--- config.mk ---
export PLATFORM = sky130hd
export DESIGN_NAME = scl_timing_gen
export DESIGN_NICKNAME = d
export VERILOG_FILES = /design/src/rtl/scl_timing_pkg.sv /design/src/rtl/scl_prescaler.sv /design/src/rtl/scl_phase_seq.sv /design/src/rtl/scl_timing_gen.sv
export SDC_FILE = /design/constraint.sdc
export NUM_CORES = 1
export LEC_CHECK = 0
export BUFFER_PORTS_ARGS = -buffer_cell sky130_fd_sc_hd__buf_2
export CAP_MARGIN = 20
export CORE_UTILIZATION = 55
export DETAILED_ROUTE_END_ITERATION = 12
export PLACE_DENSITY = 0.85
export RECOVER_POWER = 50
export SYNTH_ARGS = -nofsm -noshare
export SYNTH_HDL_FRONTEND = slang
export SYNTH_HIERARCHICAL = 1
export SYNTH_SLANG_ARGS = --single-unit
--- constraint.sdc ---
create_clock -name clk -period 4.1 [get_ports clk]
set_input_delay 0.41 -clock clk [delete_from_list [all_inputs] [get_ports clk]]
set_output_delay 0.41 -clock clk [all_outputs]
set_load 0.05 [all_outputs]
--- src/rtl/scl_timing_pkg.sv ---
package scl_timing_pkg;
    localparam int BASE_W   = 4;
    localparam int BASE_LSB = 0;
    localparam int LO_LSB   = 12;
    localparam int HI_LSB   = 16;

    typedef enum logic [1:0] {
        PH_IDLE = 2'd0,
        PH_LOW  = 2'd1,
        PH_HIGH = 2'd2
    } phase_e;
endpackage

--- src/rtl/scl_prescaler.sv ---
module scl_prescaler #(
    parameter int BASE_W = 4,
    parameter int PRE_W  = (1 << BASE_W) - 1
) (
    input  logic              clk,
    input  logic              rst_n,
    input  logic              en_i,
    input  logic [BASE_W-1:0] base_i,
    output logic              tick_o
);
    typedef struct packed {
        logic [PRE_W-1:0] cnt;
    } pre_regs_t;

    pre_regs_t        s_d, s_q;
    logic [PRE_W-1:0] lim;

    always_comb begin
        lim    = ~({PRE_W{1'b1}} << base_i);
        tick_o = en_i && (s_q.cnt == lim);
        s_d    = s_q;
        if (!en_i || tick_o) begin
            s_d.cnt = '0;
        end else begin
            s_d.cnt = s_q.cnt + 1'b1;
        end
    end

    always_ff @(posedge clk or negedge rst_n) begin
        if (!rst_n) begin
            s_q <= '0;
        end else begin
            s_q <= s_d;
        end
    end


    cnt_within_lim_chk: assert property (@(posedge clk) disable iff (!rst_n)
        en_i |-> (s_q.cnt <= lim));


    idle_cnt_clear_chk: assert property (@(posedge clk) disable iff (!rst_n)
        !en_i |=> (s_q.cnt == '0));
endmodule

--- src/rtl/scl_phase_seq.sv ---
module scl_phase_seq
    import scl_timing_pkg::*;
#(
    parameter int CNT_W = 4
) (
    input  logic             clk,
    input  logic             rst_n,
    input  logic             run_i,
    input  logic             tick_i,
    input  logic [CNT_W-1:0] lo_i,
    input  logic [CNT_W-1:0] hi_i,
    output logic             active_o,
    output logic             scl_o,
    output logic             bound_o,
    output logic             samp_o,
    output logic             wrap_o
);
    typedef struct packed {
        phase_e           ph;
        logic [CNT_W-1:0] cnt;
    } ph_regs_t;

    ph_regs_t s_d, s_q;
    logic     last;

    always_comb begin
        last     = (s_q.ph == PH_LOW) ? (s_q.cnt == lo_i) : (s_q.cnt == hi_i);
        active_o = (s_q.ph != PH_IDLE);
        scl_o    = (s_q.ph != PH_LOW);
        bound_o  = tick_i && active_o && last;
        wrap_o   = bound_o && (s_q.ph == PH_HIGH);
        samp_o   = tick_i && (s_q.ph == PH_HIGH) && (s_q.cnt == (hi_i >> 1));

        s_d = s_q;
        if (!run_i) begin
            s_d.ph  = PH_IDLE;
            s_d.cnt = '0;
        end else begin
            case (s_q.ph)
                PH_IDLE: begin
                    s_d.ph  = PH_LOW;
                    s_d.cnt = '0;
                end
                PH_LOW, PH_HIGH: begin
                    if (tick_i) begin
                        if (last) begin
                            s_d.ph  = (s_q.ph == PH_LOW) ? PH_HIGH : PH_LOW;
                            s_d.cnt = '0;
                        end else begin
                            s_d.cnt = s_q.cnt + 1'b1;
                        end
                    end
                end
                default: begin
                    s_d.ph  = PH_IDLE;
                    s_d.cnt = '0;
                end
            endcase
        end
    end

    always_ff @(posedge clk or negedge rst_n) begin
        if (!rst_n) begin
            s_q <= '{ph: PH_IDLE, cnt: '0};
        end else begin
            s_q <= s_d;
        end
    end


    scl_hold_chk: assert property (@(posedge clk) disable iff (!rst_n)
        (run_i && active_o && !bound_o) |=> $stable(scl_o));


    bound_toggle_chk: assert property (@(posedge clk) disable iff (!rst_n)
        bound_o |=> (scl_o != $past(scl_o)));


    release_high_chk: assert property (@(posedge clk) disable iff (!rst_n)
        !run_i |=> (scl_o && !active_o));


    samp_in_high_chk: assert property (@(posedge clk) disable iff (!rst_n)
        samp_o |-> (scl_o && tick_i && active_o));


    high_cnt_range_chk: assert property (@(posedge clk) disable iff (!rst_n)
        (s_q.ph == PH_HIGH) |-> (s_q.cnt <= hi_i));
endmodule

--- src/rtl/scl_timing_gen.sv ---
module scl_timing_gen
    import scl_timing_pkg::*;
#(
    parameter int CNT_W  = 4,
    parameter int WORD_W = 32
) (
    input  logic              clk,
    input  logic              rst_n,
    input  logic              run_i,
    input  logic [WORD_W-1:0] timing_i,
    output logic              tick_o,
    output logic              scl_o,
    output logic              bound_o,
    output logic              samp_o
);
    localparam int PRE_W = (1 << BASE_W) - 1;

    typedef struct packed {
        logic [BASE_W-1:0] base;
        logic [CNT_W-1:0]  lo;
        logic [CNT_W-1:0]  hi;
    } cfg_t;

    cfg_t cfg_d, cfg_q;
    logic active;
    logic wrap;
    logic tick;

    always_comb begin
        cfg_d = cfg_q;
        if (!active || wrap) begin
            cfg_d.base = timing_i[BASE_LSB +: BASE_W];
            cfg_d.lo   = timing_i[LO_LSB +: CNT_W];
            cfg_d.hi   = timing_i[HI_LSB +: CNT_W];
        end
    end

    always_ff @(posedge clk or negedge rst_n) begin
        if (!rst_n) begin
            cfg_q <= '0;
        end else begin
            cfg_q <= cfg_d;
        end
    end

    scl_prescaler #(
        .BASE_W (BASE_W),
        .PRE_W  (PRE_W)
    ) u_pre (
        .clk    (clk),
        .rst_n  (rst_n),
        .en_i   (run_i && active),
        .base_i (cfg_q.base),
        .tick_o (tick)
    );

    scl_phase_seq #(
        .CNT_W (CNT_W)
    ) u_seq (
        .clk      (clk),
        .rst_n    (rst_n),
        .run_i    (run_i),
        .tick_i   (tick),
        .lo_i     (cfg_q.lo),
        .hi_i     (cfg_q.hi),
        .active_o (active),
        .scl_o    (scl_o),
        .bound_o  (bound_o),
        .samp_o   (samp_o),
        .wrap_o   (wrap)
    );

    assign tick_o = tick;


    cfg_hold_chk: assert property (@(posedge clk) disable iff (!rst_n)
        (run_i && active && !wrap) |=> $stable(cfg_q));


    tick_gated_chk: assert property (@(posedge clk) disable iff (!rst_n)
        tick_o |-> run_i);
endmodule

After elaboration in Yosys (flattened, before gate mapping)
Index checks and enable logic that the tools add are counted.

cells by class
  add/sub/neg operators = 2
  eq/ne operators = 9
  shift-type cells = 1
  mux-type cells = 8
  bitwise gates (word level) = 1
  reduce and logical (&&, ||, !) cells = 15

operators with widths
  operator                                           count
  adder 15 x 1 -> 15 bit, second input constant      1
  == test 15 bit                                     1
  2-to-1 mux 15 bit                                  1
  inverter 15 bit                                    1
  << shifter 15 x 4 -> 15 bit, first input constant  1
  2-to-1 mux 6 bit                                   2
  one-hot mux 6 bit (2 select lines)                 1
  == test 4 bit                                      2
  logical AND 1 bit                                  7
  != test 3 x 2 -> 1 bit, second input constant      2
  adder 4 x 1 -> 4 bit, second input constant        1
  == test 4 x 3 -> 1 bit                             1
  2-to-1 mux 2 bit                                   2
  2-to-1 mux 4 bit                                   1
  == test 2 x 1 -> 1 bit, second input constant      1
  == test 2 bit, second input constant               1
  logical NOT 1 bit                                  2
  logical NOT 2 bit                                  1
  logical OR 1 bit                                   2
  != test 2 x 1 -> 1 bit, second input constant      1
  AND reduction 2 bit                                1
  nonzero test 2 bit                                 1
  OR reduction 2 bit                                 1
  2-to-1 mux 1 bit                                   1

word-level totals
  register bits after elaboration = 33
  bits of input ports = 35
  output and inout bits = 4
  word-level logic and storage cells = 42

Depth between registers and ports, before layout
Gate-level depths: netlist of run 1.

  depth after elaboration = 8
  gate-level depth with buffers = 12
  gate-level depth less buffers = 9

Hierarchy
The synthesis of run 1 kept the hierarchy.

by module, submodules not included
  module          times used  cells each  area each (um^2)  seq. area each (um^2)
  scl_prescaler   1           122         1228.7            375.4
  scl_phase_seq   1           60          571.8             150.1
  scl_timing_gen  1           27          504.2             300.3

Least setup slack after synthesis of run 1
No wires, ideal clock.

  path kind = reg-to-output
  from = reg cfg_q[10] in the netlist's numbering
  to = out samp_o
  arrival time = 3829 ps
  data required time = 3690 ps
  setup slack = -139 ps
  stages on the path, launching flop included = 10
  path buffers = 2
  path through = dfrtp_1 -> buf_6 -> o21a_1 -> o32ai_2 -> nor2_1 -> nor4_4 -> and3_1 -> buf_2 -> nand3_1 -> nor4_1

between the ends
  longest elaborated chain between the ends = 6

RTL lines
  what                            RTL line              source
  from (decl)                     scl_timing_gen.sv:24  cfg_t cfg_d, cfg_q;
  from (signal assigned)          scl_timing_gen.sv:42  cfg_q <= cfg_d;
  << shifter 15 x 4 -> 15 bit     scl_prescaler.sv:19   lim = ~({PRE_W{1'b1}} << base_i);
  inverter 15 bit                 scl_prescaler.sv:19
  == test 15 bit                  scl_prescaler.sv:20   tick_o = en_i && (s_q.cnt == lim);
  logical AND 1 bit               scl_prescaler.sv:20
  named net tick_o                scl_timing_gen.sv:11  output logic tick_o,
  logical AND 1 bit (2 in a row)  scl_phase_seq.sv:32   samp_o = tick_i && (s_q.ph == PH_HIGH) && (s_q.cnt == (hi_i >> 1));
  to (decl)                       scl_timing_gen.sv:14  output logic samp_o

The timed path passes the listed nets, and every way through them passes these cells.

Final worst setup path of run 1
  from = reg cfg_q[11] in the netlist's numbering
  to = out samp_o

between the ends
  longest elaborated chain between the ends = 6

RTL lines
  what                            RTL line
  << shifter 15 x 4 -> 15 bit     scl_prescaler.sv:19
  inverter 15 bit                 scl_prescaler.sv:19
  == test 15 bit                  scl_prescaler.sv:20
  logical AND 1 bit               scl_prescaler.sv:20
  logical AND 1 bit (2 in a row)  scl_phase_seq.sv:32

Every way passes these cells.

==> results of run 1 <==
## worst paths after layout
path	start	to	cells after the start
worst max-delay path	cfg_q[11]	samp_o	9
worst min-delay path	timing_i[14]	cfg_q[6]	2
worst max register to register	cfg_q[11]	cfg_q[7]	10
worst min register to register	cfg_q[6]	cfg_q[6]	1
max in group asynchronous	rst_n	u_pre/s_q[7]	1
min in group asynchronous	rst_n	u_seq/s_q[2]	1
## final cells by class
cell class,instances,area [sq um]
Sequential cell,33,825.8
Inverter,11,41.29
Fill cell,317,1530
Tap cell,50,62.56
Clock inverter,3,22.52
Multi-Input combinational cell,155,1343
Timing Repair Buffer,21,106.4
Clock buffer,5,68.82
## cells by family (layout without fill, tap and decap cells)
group / Yosys count / after routing
flip-flops: 33 / 33
buffers and inverters: 21 / 40
XOR/XNOR: 21 / 21
AND/OR/NAND/NOR: 65 / 65
multiplexers: 21 / 21
adder cells (fa/ha/maj): 7 / 7
AO/OA/AOI/OAI: 41 / 41
## power groups by stage
stage | Combinational [W] | Clock [W] | Sequential [W]
final | 0.000627 | 0.000246 | 0.000521
after floorplan | 0.000617 | 0 | 0.000464
after global placement | 0.000604 | 0 | 0.000519
after detailed placement | 0.000628 | 0 | 0.000524
after CTS | 0.000631 | 0.000253 | 0.000520
after global routing | 0.000681 | 0.000270 | 0.000535
## metrics by stage
step / util [%] / total power, W / instance area [sq um]
global route: 61.75 / 0.001485 / 2470
floorplan: - / 0.001081 / 2311
global placement: 59.62 / 0.001122 / 2385
CTS: 61.90 / 0.001403 / 2476
finish: 61.75 / 0.001394 / 2470
detailed placement: 59.62 / 0.001151 / 2385
## cells in the mapped netlist (2+ instances only)
| cell type | number | area share [%] |
|---|---|---|
| mux2_4 | 11 | 7.2 |
| nor4_1 | 3 | 0.81 |
| inv_1 | 11 | 1.8 |
| and3_1 | 6 | 1.6 |
| nand2b_1 | 3 | 0.81 |
| mux2_2 | 3 | 1.5 |
| o21ai_0 | 3 | 0.65 |
| dfrtp_1 | 33 | 36 |
| nand3_1 | 12 | 2.6 |
| nor3_1 | 2 | 0.43 |
| o211ai_1 | 3 | 0.98 |
| a211oi_1 | 6 | 2.0 |
| nor4_4 | 2 | 1.8 |
| a21oi_2 | 4 | 1.5 |
| a211oi_2 | 8 | 4.3 |
| mux2i_1 | 7 | 3.0 |
| and4_1 | 2 | 0.76 |
| nand2_1 | 12 | 2.0 |
| a21oi_1 | 6 | 1.3 |
| nor2_1 | 9 | 1.5 |
| xnor2_1 | 13 | 4.9 |
| o32a_2 | 2 | 0.98 |
| ha_1 | 7 | 3.8 |
| xor2_1 | 8 | 3.0 |
| buf_6 | 7 | 3.4 |
## sequential cells by signal, indices dropped and copies added, names as in the netlist
register / count
cfg_q: 12
u_seq/s_q: 6
u_pre/s_q: 15
## worst max-delay path, stage by stage, from the launching register on
cell and delay, ns:
dfrtp_1 0.57, or2b_1 0.30, mux2i_1 0.20, a311oi_2 0.16
nor4b_4 0.29, and3_1 0.21, buf_4 0.17, nand3_1 0.10
nor4_2 0.24, buf_2 0.30
## layout by cell type, fill, tap and decap left out, types with 2 or more instances in the layout
cell type | netlist | layout
o32a_2 | 2 | 2
a21oi_1 | 6 | 6
mux2_4 | 11 | 11
a21oi_2 | 4 | 4
nor4_4 | 2 | 2
buf_4 | 0 | 2
nand2b_1 | 3 | 3
nor2_1 | 9 | 9
xnor2_1 | 13 | 13
a211oi_1 | 6 | 6
clkbuf_1 | 1 | 3
o211ai_1 | 3 | 3
ha_1 | 7 | 7
nand3_1 | 12 | 12
and4_1 | 2 | 2
mux2i_1 | 7 | 7
nor3_1 | 2 | 2
dfrtp_1 | 33 | 33
buf_2 | 1 | 16
clkinvlp_4 | 0 | 3
inv_1 | 11 | 11
a211oi_2 | 8 | 8
clkbuf_8 | 1 | 5
mux2_2 | 3 | 3
nand2_1 | 12 | 12
nor4_1 | 3 | 2
and3_1 | 6 | 6
xor2_1 | 8 | 8
o21ai_0 | 3 | 3
## metal layers
| metal | up-vias | track usage, % | routed length, microns |
|---|---|---|---|
| li1 | 799 | - | - |
| met2 | 30 | 39.65 | 2354 |
| met5 | - | 0 | 0 |
| met4 | 0 | 8.245 | 38 |
| met1 | 787 | 32.15 | 2143 |
| met3 | 4 | 4.452 | 149 |
==> results.json, run 1 <==
{
  "dp_hpwl_microns": 3337,
  "skew_ns": 0.009470,
  "synth_ff_type": "dfrtp_1",
  "p_sw_w": 0.0005840,
  "worst_pin_slew_ns": 1.839,
  "viasPerCell": 5.827,
  "final_antenna_net_count": 0,
  "grt.total_usage_pct": 24.33,
  "yosys_warnings": 6,
  "ys_seq_area_share_pct": 35.83,
  "layout_min_cycle_time_ns": 3.231,
  "synthMuxAreaShare_pct": 11.67,
  "finalCritPeriodShare_pct": 78.80,
  "hold_viol": 0,
  "antenna_cells": 0,
  "drt_iter0_drc": 207,
  "tns_ns": 0,
  "whs_ns": 0.3504,
  "crit_type": "reg -> out",
  "ios": 39,
  "synthCells": 209,
  "netSwitchingFraction_pct": 41.88,
  "globalplace.congestion": 0.8776,
  "cts.sinks": 33,
  "dieArea_sq_mm": 0.004454,
  "cp.required_ns": 3.69,
  "path_max_fanout": 17,
  "root_buffer": "clkbuf_8",
  "synth_edf_count": 0,
  "synth_top_family_by_area": "simple AND/OR/NAND/NOR gates",
  "powerDensity_mw_per_mm2": 564.6,
  "reg2reg_slack_ns": 1.15,
  "final_cells": 278,
  "core-area_sq_mm": 0.004000,
  "ys_ff_latch": 33,
  "hp-class": "in -> reg",
  "final.setup.worst_slack_ns": 0.8690,
  "yosys.area_share.simple_pct": 18.73,
  "syn_area_sq_mm": 0.002305,
  "synth.distinct_cells": 51,
  "cts_tree": "yes",
  "p_int_w": 0.0008105,
  "slew_headroom_pct": -22.60,
  "status": "finished, violations left",
  "initial_core_util_pct": 57.62,
  "synthArstFlopShare_pct": 100.0,
  "place_ws_ns": 1.154,
  "path_clk_slew_ns": 0.08,
  "cts_hold_buf": 0,
  "startpoint_type": "flop",
  "die_h_microns": 66.74,
  "combPwrFrac_pct": 44.9,
  "post_cts_resize_count": 0,
  "first_global_vias": 1686,
  "routed_wl_microns": 4686,
  "end_kind": "primary output",
  "clk-insertion-delay-late_ns": 0.28,
  "cts_buffers": 5,
  "die_w_microns": 66.74,
  "clockBufferDepth": 2,
  "p_seq_share_pct": 37.4,
  "syn2layout_area_growth_pct": 7.166,
  "io_buffers": 18,
  "drive_gt1_share_pct": 29.39,
  "fmax_ghz": 0.3095,
  "cap_violations": 1,
  "rsz0062_at_grt": "false",
  "grt_first_pass_wirelength_microns": 7962,
  "drc": 0,
  "syn_avg_cell_area_sq_um": 11.03,
  "post_cts_buffers": 0,
  "grt_max_degree": 34,
  "leakage_nw": 1.010,
  "htree_levels": 2,
  "synth_nets": 251,
  "wl_per_cell_microns": 16.86,
  "ir_worst_vdd_mv": 0.2909,
  "antenna_found_initial": 0,
  "grt_remaining_overflow": 0,
  "cp_data_arrival_time_ns": 2.82,
  "yosys.area_share.adder_pct": 3.800,
  "drt_pass1_iterations": 4,
  "synth_compound_area_share_pct": 15.80,
  "vias": 1620,
  "pwr-share-clk_pct": 17.7,
  "core.rowCount": 23,
  "violations": "max-capacitance violations, max-slew violations",
  "setup_violations": 0,
  "synth_xor_area_share_pct": 7.980,
  "finalNetCount": 269,
  "dp.cells": 270,
  "slew_viol_final": 34
}
Note: power is estimated with default switching activity, not from simulation.
==> run 2, diff against run 1 <==
- CORE_UTILIZATION: 55 -> 51
- PLACE_DENSITY: 0.85 -> 0.83
- clock period: 4.1 -> 2.9 ns (I/O delays scaled with it)
==> run 2 against run 1 <==
Net effect:
- the flow still finishes with violations (max-capacitance violations, max-slew violations)
- flip-flop and latch count unchanged
- die area increased by 7.6%
- first-iteration DRC count decreased by 14%
- register-to-register slack got worse by 0.97 ns
- hold slack got worse by 0.11 ns
- global-route usage decreased by 3.2 points
- sequential power increased by 43%
- via count increased by 2.7%
- combinational power increased by 43%
- critical endpoint unchanged
==> results.json, run 2 (synthesis results as in run 1) <==
{
  "status": "finished, violations left",
  "violations": "max-capacitance violations, max-slew violations",
  "htree_levels": 2,
  "clk-insertion-delay-late_ns": 0.28,
  "grt_remaining_overflow": 0,
  "grt.total_usage_pct": 21.13,
  "slew_viol_final": 34,
  "tns_ns": 0,
  "core.rowCount": 24,
  "startpoint": "cfg_q[11]",
  "finalNetCount": 270,
  "p_sw_w": 0.0008125,
  "drive_gt1_share_pct": 32.75,
  "syn2layout_area_growth_pct": 9.175,
  "cts_tree": "yes",
  "globalplace.congestion": 0.8613,
  "initial_core_util_pct": 52.93,
  "reg2reg_slack_ns": 0.18,
  "cap_violations": 1,
  "reg2reg_from": "cfg_q[11]",
  "clockBufferDepth": 2,
  "postLayoutCoreUtil_pct": 57.79,
  "rsz0062_at_grt": "false",
  "antenna_cells": 0,
  "drt_iter0_drc": 177,
  "end_kind": "primary output",
  "final_antenna_net_count": 0,
  "finalCritPeriodShare_pct": 94.39,
  "final_cell_mix": "dfrtp_1 (30), buf_2 (16), xnor2_1 (13), nand2_1 (12), nand3_1 (12)",
  "cts_buffers": 5,
  "viasPerCell": 5.918,
  "die_w_microns": 69.23,
  "path_max_fanout": 17,
  "worst_pin_slew_ns": 1.766,
  "cp.required_ns": 2.61,
  "powerDensity_mw_per_mm2": 803.8,
  "largest_reg_flops": 15,
  "post_cts_buffers": 0,
  "skew_ns": 0.006151,
  "routed_wl_microns": 4591,
  "root_buffer": "clkbuf_8",
  "drt_pass1_iterations": 4,
  "hp-class": "in -> reg",
  "reg_top3": "u_pre/s_q x15, cfg_q x12, u_seq/s_q x6",
  "p_seq_share_pct": 36.8,
  "first_global_vias": 1692,
  "crit_type": "reg -> out",
  "setup_violations": 0,
  "drc": 0,
  "combPwrFrac_pct": 44.5,
  "fillers": 369,
  "ir_worst_vdd_mv": 0.3145,
  "cp_data_arrival_time_ns": 2.45,
  "ios": 39,
  "grt_max_degree": 34,
  "reg2reg_depth": 9,
  "final.setup.worst_slack_ns": 0.1627,
  "leakage_nw": 1.028,
  "antenna_found_initial": 0,
  "cts_hold_buf": 0,
  "layout_min_cycle_time_ns": 2.737,
  "dp_hpwl_microns": 3187,
  "final_common_cell": "dfrtp_1",
  "hold_viol": 0,
  "netSwitchingFraction_pct": 40.17,
  "crit_end": "samp_o",
  "post_cts_resize_count": 0,
  "p_int_w": 0.001210,
  "slew_headroom_pct": -17.72,
  "die_h_microns": 69.23,
  "pwr-share-clk_pct": 18.8,
  "core-area_sq_mm": 0.004354,
  "grt_first_pass_wirelength_microns": 8259,
  "vias": 1663,
  "startpoint_type": "flop",
  "fmax_ghz": 0.3653,
  "path_clk_slew_ns": 0.07,
  "wl_per_cell_microns": 16.34,
  "io_buffers": 18,
  "cts.sinks": 33,
  "dieArea_sq_mm": 0.004792,
  "largest-register": "u_pre/s_q",
  "r2r_end": "cfg_q[3]",
  "place_ws_ns": 0.1226
}
## run 2: cell type report
class | instances | area (sq um) | area share, %
multi-input combinational | 155 | 1361 | 54.10
sequential | 33 | 829.5 | 32.97
timing repair buffer | 22 | 117.6 | 4.674
clock buffer | 7 | 96.34 | 3.829
tap | 52 | 65.06 | 2.586
inverter | 11 | 41.29 | 1.641
clock inverter | 1 | 5.005 | 0.1989
## run 2: worst min path at each step
| stage | depth (start not counted) | startpoint | end |
|---|---|---|---|
| 2_1_floorplan | 0 | rst_n | cfg_q[0] |
| 3_3_place_gp | 1 | rst_n | u_pre/s_q[9] |
| 3_5_place_dp | 1 | rst_n | u_pre/s_q[13] |
| 4_1_cts | 1 | rst_n | u_pre/s_q[13] |
| 5_1_grt | 2 | timing_i[15] | cfg_q[7] |
| 6_report | 2 | timing_i[18] | cfg_q[2] |
## run 2: through the flow
| step | hold WS, ns | total power (W) | cells | cell area (sq um) |
|---|---|---|---|---|
| after detailed placement | 0.3981 | 0.001639 | 273 | 2411 |
| final | 0.2377 | 0.002023 | 281 | 2516 |
| after global routing | 0.2271 | 0.002154 | 281 | 2516 |
| after floorplan | -0.005591 | 0.001537 | 209 | 2333 |
| after global placement | 0.3916 | 0.001602 | 273 | 2411 |
| after CTS | 0.08902 | 0.002027 | 281 | 2512 |
## run 2: power by group through the flow
stage          Clock [W]  Combinational (W)  Sequential, W
2_1_floorplan          0           0.000882       0.000655
3_3_place_gp           0           0.000869       0.000733
3_5_place_dp           0           0.000895       0.000744
4_1_cts         0.000392           0.000899       0.000735
5_1_grt         0.000414           0.000977       0.000763
6_report        0.000379           0.000899       0.000744
## run 2: routing by layer
layer  global-route usage (%)  share of wire (%)
met5                        0                  0
met1                    30.41                 49
met4                    7.937                1.4
met2                    31.82                 47
met3                    3.634                2.8
## run 2: critical path, stage by stage (launching register included)
cell,delay [ns]
dfrtp_2,0.52
or2b_1,0.25
mux2i_1,0.18
a311oi_2,0.15
nor4b_4,0.26
and3_4,0.28
nand3_1,0.11
nor4_4,0.14
clkbuf_4,0.27
==> run 3, diff against run 2 <==
- ABC_AREA: unset -> 1
==> run 3 against run 2 <==
Net effect:
- the run still ends with max-capacitance violations, max-slew violations left
- global-route usage up 0.62 points
- critical path depth up 3
- combinational power up 13%
- critical path type unchanged
- largest power group unchanged
==> results.json, run 3 <==
{
  "status": "finished, violations left",
  "violations": "max-capacitance violations, max-slew violations",
  "clk-insertion-delay-late_ns": 0.29,
  "largest_reg_flops": 15,
  "cp_cell_sequence": "nand2_1 > nand3_1 > nand3_1 > nor2_1 > nand2_1 > nor2_1 > nand2_1 > nor2_2 > nand3_1 > nor3_2 > buf_2",
  "place_ws_ns": 0.3095,
  "finalNetCount": 391,
  "viasPerCell": 5.234,
  "worst_pin_slew_ns": 1.734,
  "critical_path.max_stage_delay_ns": 0.61,
  "grt_remaining_overflow": 0,
  "first_global_vias": 1843,
  "cap_violations": 1,
  "final_antenna_net_count": 0,
  "crit_type": "reg -> out",
  "skew_ns": 0.007774,
  "cp_data_arrival_time_ns": 2.43,
  "syn_area_sq_mm": 0.002296,
  "fmax_ghz": 0.3674,
  "synthCells": 329,
  "core.rowCount": 24,
  "setup_violations": 0,
  "powerDensity_mw_per_mm2": 829.4,
  "final_common_cell": "nand2_1",
  "tns_ns": 0,
  "antenna_cells": 0,
  "io_buffers": 18,
  "antenna_found_initial": 0,
  "dp_hpwl_microns": 3491,
  "leakage_nw": 1.234,
  "path_clk_slew_ns": 0.07,
  "path_max_fanout": 10,
  "dieArea_sq_mm": 0.004774,
  "hold_viol": 0,
  "end_kind": "primary output",
  "reg_top3": "u_pre/s_q x15, cfg_q x12, u_seq/s_q x6",
  "die_h_microns": 69.10,
  "final.setup.worst_slack_ns": 0.1781,
  "synth_edf_count": 0,
  "synthArstFlopShare_pct": 100.0,
  "hp-class": "in -> reg",
  "synth.distinct_cells": 29,
  "grt_first_pass_wirelength_microns": 8286,
  "cts.sinks": 33,
  "layout_min_cycle_time_ns": 2.722,
  "synth.area.top_cells": "dfrtp_1 (36%), nand2_1 (17%), nand3_1 (8.9%)",
  "synthMostInstantiatedCell": "nand2_1",
  "syn2layout_area_growth_pct": 9.155,
  "vias": 2104,
  "synth_top_area_share_pct": 35.97,
  "initial_core_util_pct": 52.73,
  "synth_ff_type": "dfrtp_1",
  "drive_gt1_share_pct": 15.14,
  "ios": 39,
  "root_buffer": "clkbuf_8",
  "syn_avg_cell_area_sq_um": 6.979,
  "yosys_warnings": 6,
  "slew_viol_final": 34,
  "ys_ff_latch": 33,
  "synth_nets": 371,
  "drt_pass1_iterations": 4,
  "largest-register": "u_pre/s_q",
  "routed_wl_microns": 4778,
  "synth_top_cell_by_area": "dfrtp_1",
  "whs_ns": 0.1877,
  "cp.required_ns": 2.61,
  "finalCritPeriodShare_pct": 93.86,
  "rsz0062_at_grt": "false",
  "grt.total_usage_pct": 21.75,
  "drt_iter0_drc": 135,
  "cts_buffers": 5,
  "wl_per_cell_microns": 11.89,
  "ir_worst_vdd_mv": 0.4507,
  "synth_common_cells": "nand2_1 (102), nand3_1 (41), inv_1 (39), nor2_1 (34), dfrtp_1 (33)",
  "die_w_microns": 69.10,
  "cts_tree": "yes",
  "htree_levels": 2,
  "cp_slowest_cell": "dfrtp_1",
  "fillers": 390,
  "core-area_sq_mm": 0.004354,
  "ys_seq_area_share_pct": 35.97,
  "clockBufferDepth": 2,
  "globalplace.congestion": 0.9139,
  "drc": 0,
  "startpoint_type": "flop",
  "grt_max_degree": 34,
  "final_cell_mix": "nand2_1 (103), nand3_1 (41), inv_1 (39), dfrtp_1 (33), nor2_1 (32)",
  "slew_headroom_pct": -15.60
}
## run 3: path summary, 6_finish.rpt
path                              startpoint           end  slack (ns)  cells past startpoint
max in group asynchronous              rst_n  u_seq/s_q[4]        1.45                      1
worst max-delay path               cfg_q[11]        samp_o        0.18                     11
worst min register to register  u_pre/s_q[0]  u_pre/s_q[0]        0.50                      1
min in group asynchronous              rst_n  u_pre/s_q[2]        0.44                      1
worst max register to register     cfg_q[11]      cfg_q[4]        0.38                     14
worst min-delay path             timing_i[2]     cfg_q[10]        0.19                      3
## run 3: layer usage
metal	routed length, microns	vias to the layer above	global-route usage, %	share of wire (%)
li1	-	1063	-	-
met1	2250	979	29.68	47
met2	2210	54	33.23	46
met3	238	8	5.263	5.0
met4	78	0	8.617	1.6
met5	0	-	0	0
## run 3: final cells by class
class                           instances  area (sq um)  share of cell area [%]
Multi-Input combinational cell        245          1250                   49.88
Inverter                               43         168.9                   6.740
Clock buffer                            5         68.82                   2.746
Timing Repair Buffer                   21         110.1                   4.393
Tap cell                               52         65.06                   2.596
Sequential cell                        33         825.8                   32.95
Clock inverter                          3         17.52                  0.6990
## run 3: critical path: cells and delay by family (launching register included)
kind	cells	cell delay, ns
buf+inv	1	0.28
flops	1	0.61
simple gates	10	1.26
## run 3: kinds of logic after synthesis
logic type / share of synthesized area, %
AO/OA/AOI/OAI: 2.834
XOR/XNOR: 4.578
buffers and inverters: 10.35
flip-flops: 35.97
adder cells (fa/ha/maj): 3.815
AND/OR/NAND/NOR: 42.45
## run 3: repair_timing
item | in CTS | in global routing
hold buffers | 0 | 0
buffers inserted | 0 | 0
resized for setup | 0 | 3
setup endpoints to repair | 0 | 2
## run 3: power breakdown
part | switching (W) | leakage [nW] | internal (W)
registers | 0.000146 | 0.436 | 0.000563
clock network | 0.000180 | 0.0439 | 0.000165
logic | 0.000666 | 0.755 | 0.000358
total | 0.000992 | 1.23 | 0.00109
## run 3: through the flow
stage,cell area (sq um),total power [W],utilization (%),instances
5_1_grt,2506,0.002262,57.56,402
4_1_cts,2499,0.002062,57.39,402
6_report,2506,0.002078,57.56,402
3_5_place_dp,2412,0.001705,55.40,394
2_1_floorplan,2303,0.001543,-,329
3_3_place_gp,2412,0.001669,55.40,394
